==> src/rtl/chirp_seq_pkg.sv <==
package chirp_seq_pkg;

    localparam int WORD_W   = 32;
    localparam int POS_LOG2 = 19;

    typedef enum logic [2:0] {
        SEL_STEPS  = 3'd0,
        SEL_DLEN   = 3'd1,
        SEL_MDEPTH = 3'd2,
        SEL_LIST   = 3'd3,
        SEL_OPT    = 3'd4
    } cfg_sel_e;

    typedef struct packed {
        logic chirp_end;
        logic dl_end;
        logic md_end;
    } marks_t;

    // Legal when 1 <= n <= dl <= md, n fits the list and md fits the range
    function automatic logic cfg_ok(input logic [31:0] n, input logic [31:0] dl,
                                    input logic [31:0] md, input logic [31:0] n_lim,
                                    input logic [31:0] md_lim);
        return (n != 0) && (n <= n_lim) && (n <= dl) && (dl <= md) && (md <= md_lim);
    endfunction

endpackage

==> src/rtl/chirp_cfg_regs.sv <==
module chirp_cfg_regs
    import chirp_seq_pkg::*;
#(
    parameter int CNT_W      = POS_LOG2 + 1,
    parameter int LIST_DEPTH = 64,
    parameter int DATA_W     = WORD_W
) (
    input  logic              clk,
    input  logic              rst,
    input  logic              wr_en,
    input  logic [2:0]        wr_sel,
    input  logic [DATA_W-1:0] wr_data,
    input  logic              lock,
    output logic [CNT_W-1:0]  steps,
    output logic [CNT_W-1:0]  dlen,
    output logic [CNT_W-1:0]  mdepth,
    output logic              ok
);
    localparam logic [31:0] MD_LIM = 32'(1) << POS_LOG2;

    logic [CNT_W-1:0] steps_q, dlen_q, mdep_q;
    logic             n_big, d_big, m_big, tie_q;
    logic             data_big;

    assign data_big = |wr_data[DATA_W-1:CNT_W];

    always_ff @(posedge clk) begin
        if (rst) begin
            steps_q <= '0;
            dlen_q  <= '0;
            mdep_q  <= '0;
            n_big   <= 1'b0;
            d_big   <= 1'b0;
            m_big   <= 1'b0;
            tie_q   <= 1'b0;
        end else if (wr_en && !lock) begin
            case (cfg_sel_e'(wr_sel))
                SEL_STEPS:  begin steps_q <= wr_data[CNT_W-1:0]; n_big <= data_big; end
                SEL_DLEN:   begin dlen_q  <= wr_data[CNT_W-1:0]; d_big <= data_big; end
                SEL_MDEPTH: begin mdep_q  <= wr_data[CNT_W-1:0]; m_big <= data_big; end
                SEL_OPT:    tie_q <= wr_data[0];
                default: ;
            endcase
        end
    end

    assign steps  = steps_q;
    assign mdepth = mdep_q;
    assign dlen   = tie_q ? mdep_q : dlen_q;

    assign ok = !n_big && !m_big && (tie_q || !d_big) &&
                cfg_ok(32'(steps), 32'(dlen), 32'(mdepth), 32'(LIST_DEPTH), MD_LIM);

endmodule

==> src/rtl/chirp_list_ram.sv <==
module chirp_list_ram #(
    parameter int WORD_W = 32,
    parameter int DEPTH  = 64,
    parameter int IDX_W  = $clog2(DEPTH)
) (
    input  logic              clk,
    input  logic              we,
    input  logic [IDX_W-1:0]  waddr,
    input  logic [WORD_W-1:0] wdata,
    input  logic [IDX_W-1:0]  raddr,
    output logic [WORD_W-1:0] rdata
);
    logic [WORD_W-1:0] mem [DEPTH];

    always_ff @(posedge clk) begin
        if (we) mem[waddr] <= wdata;
    end

    assign rdata = mem[raddr];

endmodule

==> src/rtl/chirp_pos_ctr.sv <==
module chirp_pos_ctr
    import chirp_seq_pkg::*;
#(
    parameter int CNT_W = POS_LOG2 + 1,
    parameter int IDX_W = 6
) (
    input  logic             clk,
    input  logic             rst,
    input  logic             clear,
    input  logic             adv,
    input  logic [CNT_W-1:0] steps,
    input  logic [CNT_W-1:0] dlen,
    input  logic [CNT_W-1:0] mdepth,
    output logic [CNT_W-1:0] pos,
    output logic [IDX_W-1:0] idx,
    output logic             in_dl,
    output marks_t           marks
);
    logic last_pos, last_idx;

    assign last_pos = (pos == mdepth - CNT_W'(1));
    assign last_idx = ({{(CNT_W-IDX_W){1'b0}}, idx} == steps - CNT_W'(1));
    assign in_dl    = (pos < dlen);

    always_ff @(posedge clk) begin
        if (rst || clear) begin
            pos <= '0;
            idx <= '0;
        end else if (adv) begin
            pos <= last_pos ? '0 : pos + CNT_W'(1);
            idx <= (last_pos || last_idx) ? '0 : idx + IDX_W'(1);
        end
    end

    always_comb begin
        marks.chirp_end = in_dl && last_idx;
        marks.dl_end    = (pos == dlen - CNT_W'(1));
        marks.md_end    = last_pos;
    end

endmodule

==> src/rtl/chirp_seq.sv <==
module chirp_seq
    import chirp_seq_pkg::*;
#(
    parameter int LIST_DEPTH = 64,
    parameter int DATA_W     = WORD_W,
    parameter int CNT_W      = POS_LOG2 + 1,
    parameter int IDX_W      = $clog2(LIST_DEPTH)
) (
    input  logic              clk,
    input  logic              rst,
    input  logic              wr_en,
    input  logic [2:0]        wr_sel,
    input  logic [IDX_W-1:0]  wr_idx,
    input  logic [DATA_W-1:0] wr_data,
    input  logic              start,
    input  logic              stop,
    input  logic              strobe,
    output logic [DATA_W-1:0] freq_out,
    output logic              freq_vld,
    output logic              chirp_end,
    output logic              dl_end,
    output logic              md_end,
    output logic              running,
    output logic              cfg_err
);
    logic [CNT_W-1:0]  steps, dlen, mdepth, pos;
    logic [IDX_W-1:0]  idx, rd_addr;
    logic [DATA_W-1:0] rd_word;
    logic              ok, in_dl, adv, go;
    marks_t            marks, marks_q;

    assign adv = strobe && running && !stop;
    assign go  = start && !stop && !running && ok;

    chirp_cfg_regs #(.CNT_W(CNT_W), .LIST_DEPTH(LIST_DEPTH), .DATA_W(DATA_W)) u_cfg (
        .clk, .rst, .wr_en, .wr_sel, .wr_data, .lock(running),
        .steps, .dlen, .mdepth, .ok
    );

    chirp_list_ram #(.WORD_W(DATA_W), .DEPTH(LIST_DEPTH), .IDX_W(IDX_W)) u_ram (
        .clk,
        .we    (wr_en && !running && (cfg_sel_e'(wr_sel) == SEL_LIST)),
        .waddr (wr_idx),
        .wdata (wr_data),
        .raddr (rd_addr),
        .rdata (rd_word)
    );

    chirp_pos_ctr #(.CNT_W(CNT_W), .IDX_W(IDX_W)) u_pos (
        .clk, .rst, .clear(go), .adv, .steps, .dlen, .mdepth,
        .pos, .idx, .in_dl, .marks
    );

    // Padding region reads the head of the list
    assign rd_addr = in_dl ? idx : '0;

    always_ff @(posedge clk) begin
        if (rst) begin
            running <= 1'b0;
            cfg_err <= 1'b0;
        end else if (stop) begin
            running <= 1'b0;
        end else if (start && !running) begin
            running <= ok;
            cfg_err <= !ok;
        end
    end

    always_ff @(posedge clk) begin
        if (rst) begin
            freq_out <= '0;
            freq_vld <= 1'b0;
            marks_q  <= '0;
        end else begin
            freq_vld <= adv;
            marks_q  <= adv ? marks : '0;
            if (adv) freq_out <= rd_word;
        end
    end

    assign chirp_end = marks_q.chirp_end;
    assign dl_end    = marks_q.dl_end;
    assign md_end    = marks_q.md_end;

endmodule

==> config.mk <==
export PLATFORM = sky130hd
export DESIGN_NAME = chirp_seq
export DESIGN_NICKNAME = d
export VERILOG_FILES = /design/src/rtl/chirp_seq_pkg.sv /design/src/rtl/chirp_cfg_regs.sv /design/src/rtl/chirp_list_ram.sv /design/src/rtl/chirp_pos_ctr.sv /design/src/rtl/chirp_seq.sv
export SDC_FILE = /design/constraint.sdc
export NUM_CORES = 2
export LEC_CHECK = 0
export BUFFER_PORTS_ARGS = -buffer_cell sky130_fd_sc_hd__buf_4
export CAP_MARGIN = 20
export CORE_MARGIN = 10
export CORE_UTILIZATION = 35
export DETAILED_ROUTE_END_ITERATION = 8
export PLACE_DENSITY = 0.56
export SYNTH_ARGS = -nofsm -noshare
export SYNTH_HDL_FRONTEND = slang
export SYNTH_SLANG_ARGS = --single-unit
==> constraint.sdc <==
create_clock -name clk -period 6 [get_ports clk]
set_clock_uncertainty 0.1 [all_clocks]
set_input_delay 0.6 -clock clk [delete_from_list [all_inputs] [get_ports clk]]
set_output_delay 0.6 -clock clk [all_outputs]
set_load 0.02 [all_outputs]
==> summary.txt <==
run status -> completed
Slew headroom -> 0.1782
worst-margin pin slew -> 1233 ps
largest net degree at the start of global routing -> 117
area grow syn2layout -> 15.77%
final weighted congestion in routability-driven placement -> 0.8758
DRC -> 0
Clk pin slew, worst setup/hold paths -> 60 ps
antenna viol nets, final -> 0
placed cells -> 9069
Pint -> 0.02423 W
synth unique cells -> 68
asr flop ratio synth -> 0
total track usage -> 0.2022
final hold viol count -> 0
nets -> 6075
worst-case reg-to-reg path depth -> 13
reg-to-reg critical path endpoint -> freq_out[21]
switching power -> 0.006690 W
worst hold stages -> 1
worst endpoint data arrival time -> 6370 ps
Critical Path Sink Type -> flip-flop
Max Cap Viol -> 0
Worst Hold Class -> in2reg
Post-Synthesis Cell Area -> 87730 um^2
grt ovf -> 0
Sw Ratio -> 0.2164
Max Clk Rate -> 174.3 MHz
die area -> 271100 um^2
Post-Syn Area per Cell -> 15.31 um^2
Logic pwr share -> 0.027
final WL -> 284.5 mm
Final min period -> 5736 ps
depth of the CTS H-tree -> 4
vias in the first global route -> 52.09k
Post-Syn Nets -> 5843
Total Power -> 0.03092 W
synth top area cells -> edfxtp_1 (70%), mux2i_1 (4.5%), dfxtp_1 (2.9%), mux4_2 (2.5%), nand2_1 (2.3%)
Cell Rows -> 183
Post-Synthesis Cells -> 5730
Top FF cell, synth -> edfxtp_1
placed instance area -> 94460 um^2
leakage power -> 31.83 nW
CTS tree -> built
clk sink count -> 2176
DR vias -> 53.93k
sequential share of the synthesized area -> 0.7302
drt wl/cell -> 30.00 um
Critical Path RT -> 6630 ps
average vias per placed instance -> 5.686
IO Port Bufs -> 84
first-pass GRT wire length -> 399.1 mm
number of enable flip-flop cells after synthesis -> 2048
startpoint of the worst hold path -> wr_data[24]
post-layout util -> 0.4077
number of DRC markers in iteration 0 -> 6618
synthesized flop and latch total -> 2176
hpwl dp -> 170.0 mm
total of warnings raised by yosys -> 0
peak fanout along the critical path -> 58
most common cell after layout, fill and taps aside -> edfxtp_1
Clock Power Share -> 0.434
Die X-Extent -> 520.6 um
Clk Latency, worst-skew pair -> 910 ps
CTS Buf Count -> 217
Setup-failing EPs final -> 0
most frequent cells in the layout -> edfxtp_1 (2048), nand2_1 (532), mux2i_1 (392)
layout cell share with drive strength beyond 1 -> 0.1642
initial antenna violation count -> 25
Cell Pwr Density -> 304.4 nW/um^2
r2r startpoint -> u_cfg.tie_q
Core ar. -> 249100 um^2
sequential power share -> 0.538
Final Cycle Share -> 0.9560
clk buf depth -> 3
num ports -> 85
Setup CP Type -> reg2reg
Starting Density -> 0.3521
Critical Path Source Type -> flip-flop
post-synth top area cell -> edfxtp_1
Pre-antenna DRT Iters -> 7
root buffer cell -> clkbuf_16
worst hold slack -> 60.94 ps
VDD IR max -> 0.2921 mV
RSZ-0062 raised after global routing -> no
fin. max-slew vios -> 0
Hold Path Sink -> u_ram.mem[52][24]
post-synth top area share -> 0.7010
Die Y -> 520.6 um
reg-to-reg setup timing slack -> 260 ps
final cell area excluding filler cells -> 101600 um^2
Post-Layout Cell Count -> 9483
[flip-flops by register name, summed over array words and instances (netlist names), 6 cells and up]
name          count
u_pos.pos        20
u_cfg.dlen_q     20
u_cfg.steps      20
u_ram.mem      2048
u_pos.idx         6
u_cfg.mdepth     20
freq_out         32
[metrics by stage]
stage	TNS, ps	setup WS, ps
2_1_floorplan	0	1503
3_3_place_gp	-1486	-363.6
3_5_place_dp	0	9.186
4_1_cts	0	20.93
5_1_grt	0	55.65
6_report	0	264.1
[layout make-up]
type                            instances  area (um^2)
Sequential cell                      2176        64070
Clock buffer                          281         5761
Clock inverter                        116         1266
Timing Repair Buffer                  374         3268
Inverter                               60        225.2
Antenna cell                           13        32.53
Tap cell                             3330         4167
Multi-Input combinational cell       3133        22770
Fill cell                           22600       147600
[cells by family (layout without fill, tap and decap cells)]
| kind of cell | after synthesis | in the layout | share of synthesized area |
|---|---|---|---|
| simple gates | 1137 | 1137 | 0.05679 |
| xor+xnor | 77 | 77 | 0.007688 |
| other cells | 0 | 13 | 0 |
| flops | 2176 | 2176 | 0.7302 |
| fa+ha+maj | 66 | 66 | 0.009413 |
| mux | 604 | 604 | 0.08426 |
| buf+inv | 421 | 831 | 0.01870 |
| compound gates | 1249 | 1249 | 0.09289 |
[synth_stat cells (all sizes together), types with 23 or more instances]
| cell type | number |
|---|---|
| a211oi | 144 |
| and3 | 70 |
| nand3 | 75 |
| nor3 | 27 |
| nor4 | 23 |
| buf | 72 |
| nor2 | 283 |
| a311oi | 23 |
| mux2 | 116 |
| o22ai | 100 |
| mux2i | 392 |
| mux4 | 96 |
| a22oi | 83 |
| inv | 57 |
| nand4 | 25 |
| o31a | 31 |
| edfxtp | 2048 |
| ha | 66 |
| o211ai | 112 |
| o221ai | 61 |
| nor2b | 40 |
| xnor2 | 58 |
| nand2 | 534 |
| a21oi | 384 |
| o21ai | 175 |
| dfxtp | 128 |
| o32ai | 32 |
| clkbuf | 289 |
[worst max path at each step]
| stage | startpoint | endpoint | slack, ps | cells after the start |
|---|---|---|---|---|
| finish | u_cfg.tie_q | freq_out[21] | 260 | 13 |
| global route | u_cfg.tie_q | freq_out[4] | 60 | 12 |
| CTS | u_cfg.tie_q | freq_out[5] | 20 | 13 |
| detailed placement | u_cfg.tie_q | freq_out[5] | 9 | 13 |
| global placement | u_cfg.tie_q | freq_out[10] | -360 | 12 |
| floorplan | u_cfg.tie_q | freq_out[10] | 1500 | 16 |
[worst max-delay path: stages, from the launching register on]
cell and delay [ps]:
dfxtp_1 580, buf_4 420, mux2i_1 490, ha_1 330
nand4_1 160, nor2_1 100, a211o_1 350, a2111oi_4 730
buf_12 310, buf_12 310, mux2i_1 280, o22ai_1 110
a211oi_1 1000, o32ai_1 210
[routing by layer]
metal	global-route usage	up-vias	wire length, um
met3	0.04282	419	25290
met5	0	-	59
met4	0.08350	10	11920
met1	0.2758	27990	117500
met2	0.3139	2561	129800
li1	-	22950	-
[power groups by stage]
stage                     registers [W]  clock network, W  logic [W]
after floorplan                  0.0170                 0   0.000302
after global placement           0.0170                 0   0.000823
after detailed placement         0.0170                 0   0.000843
after CTS                        0.0166            0.0136   0.000847
after global routing             0.0166            0.0142   0.000903
final                            0.0166            0.0134   0.000849
[repair_timing]
action                     4_1_cts  5_1_grt
hold buffers                     4        0
hold endpoints to repair        17        0
resized for setup                0        1
setup endpoints to repair        0        1
setup buffers                    0        0
(Power assumes the default switching activity.)
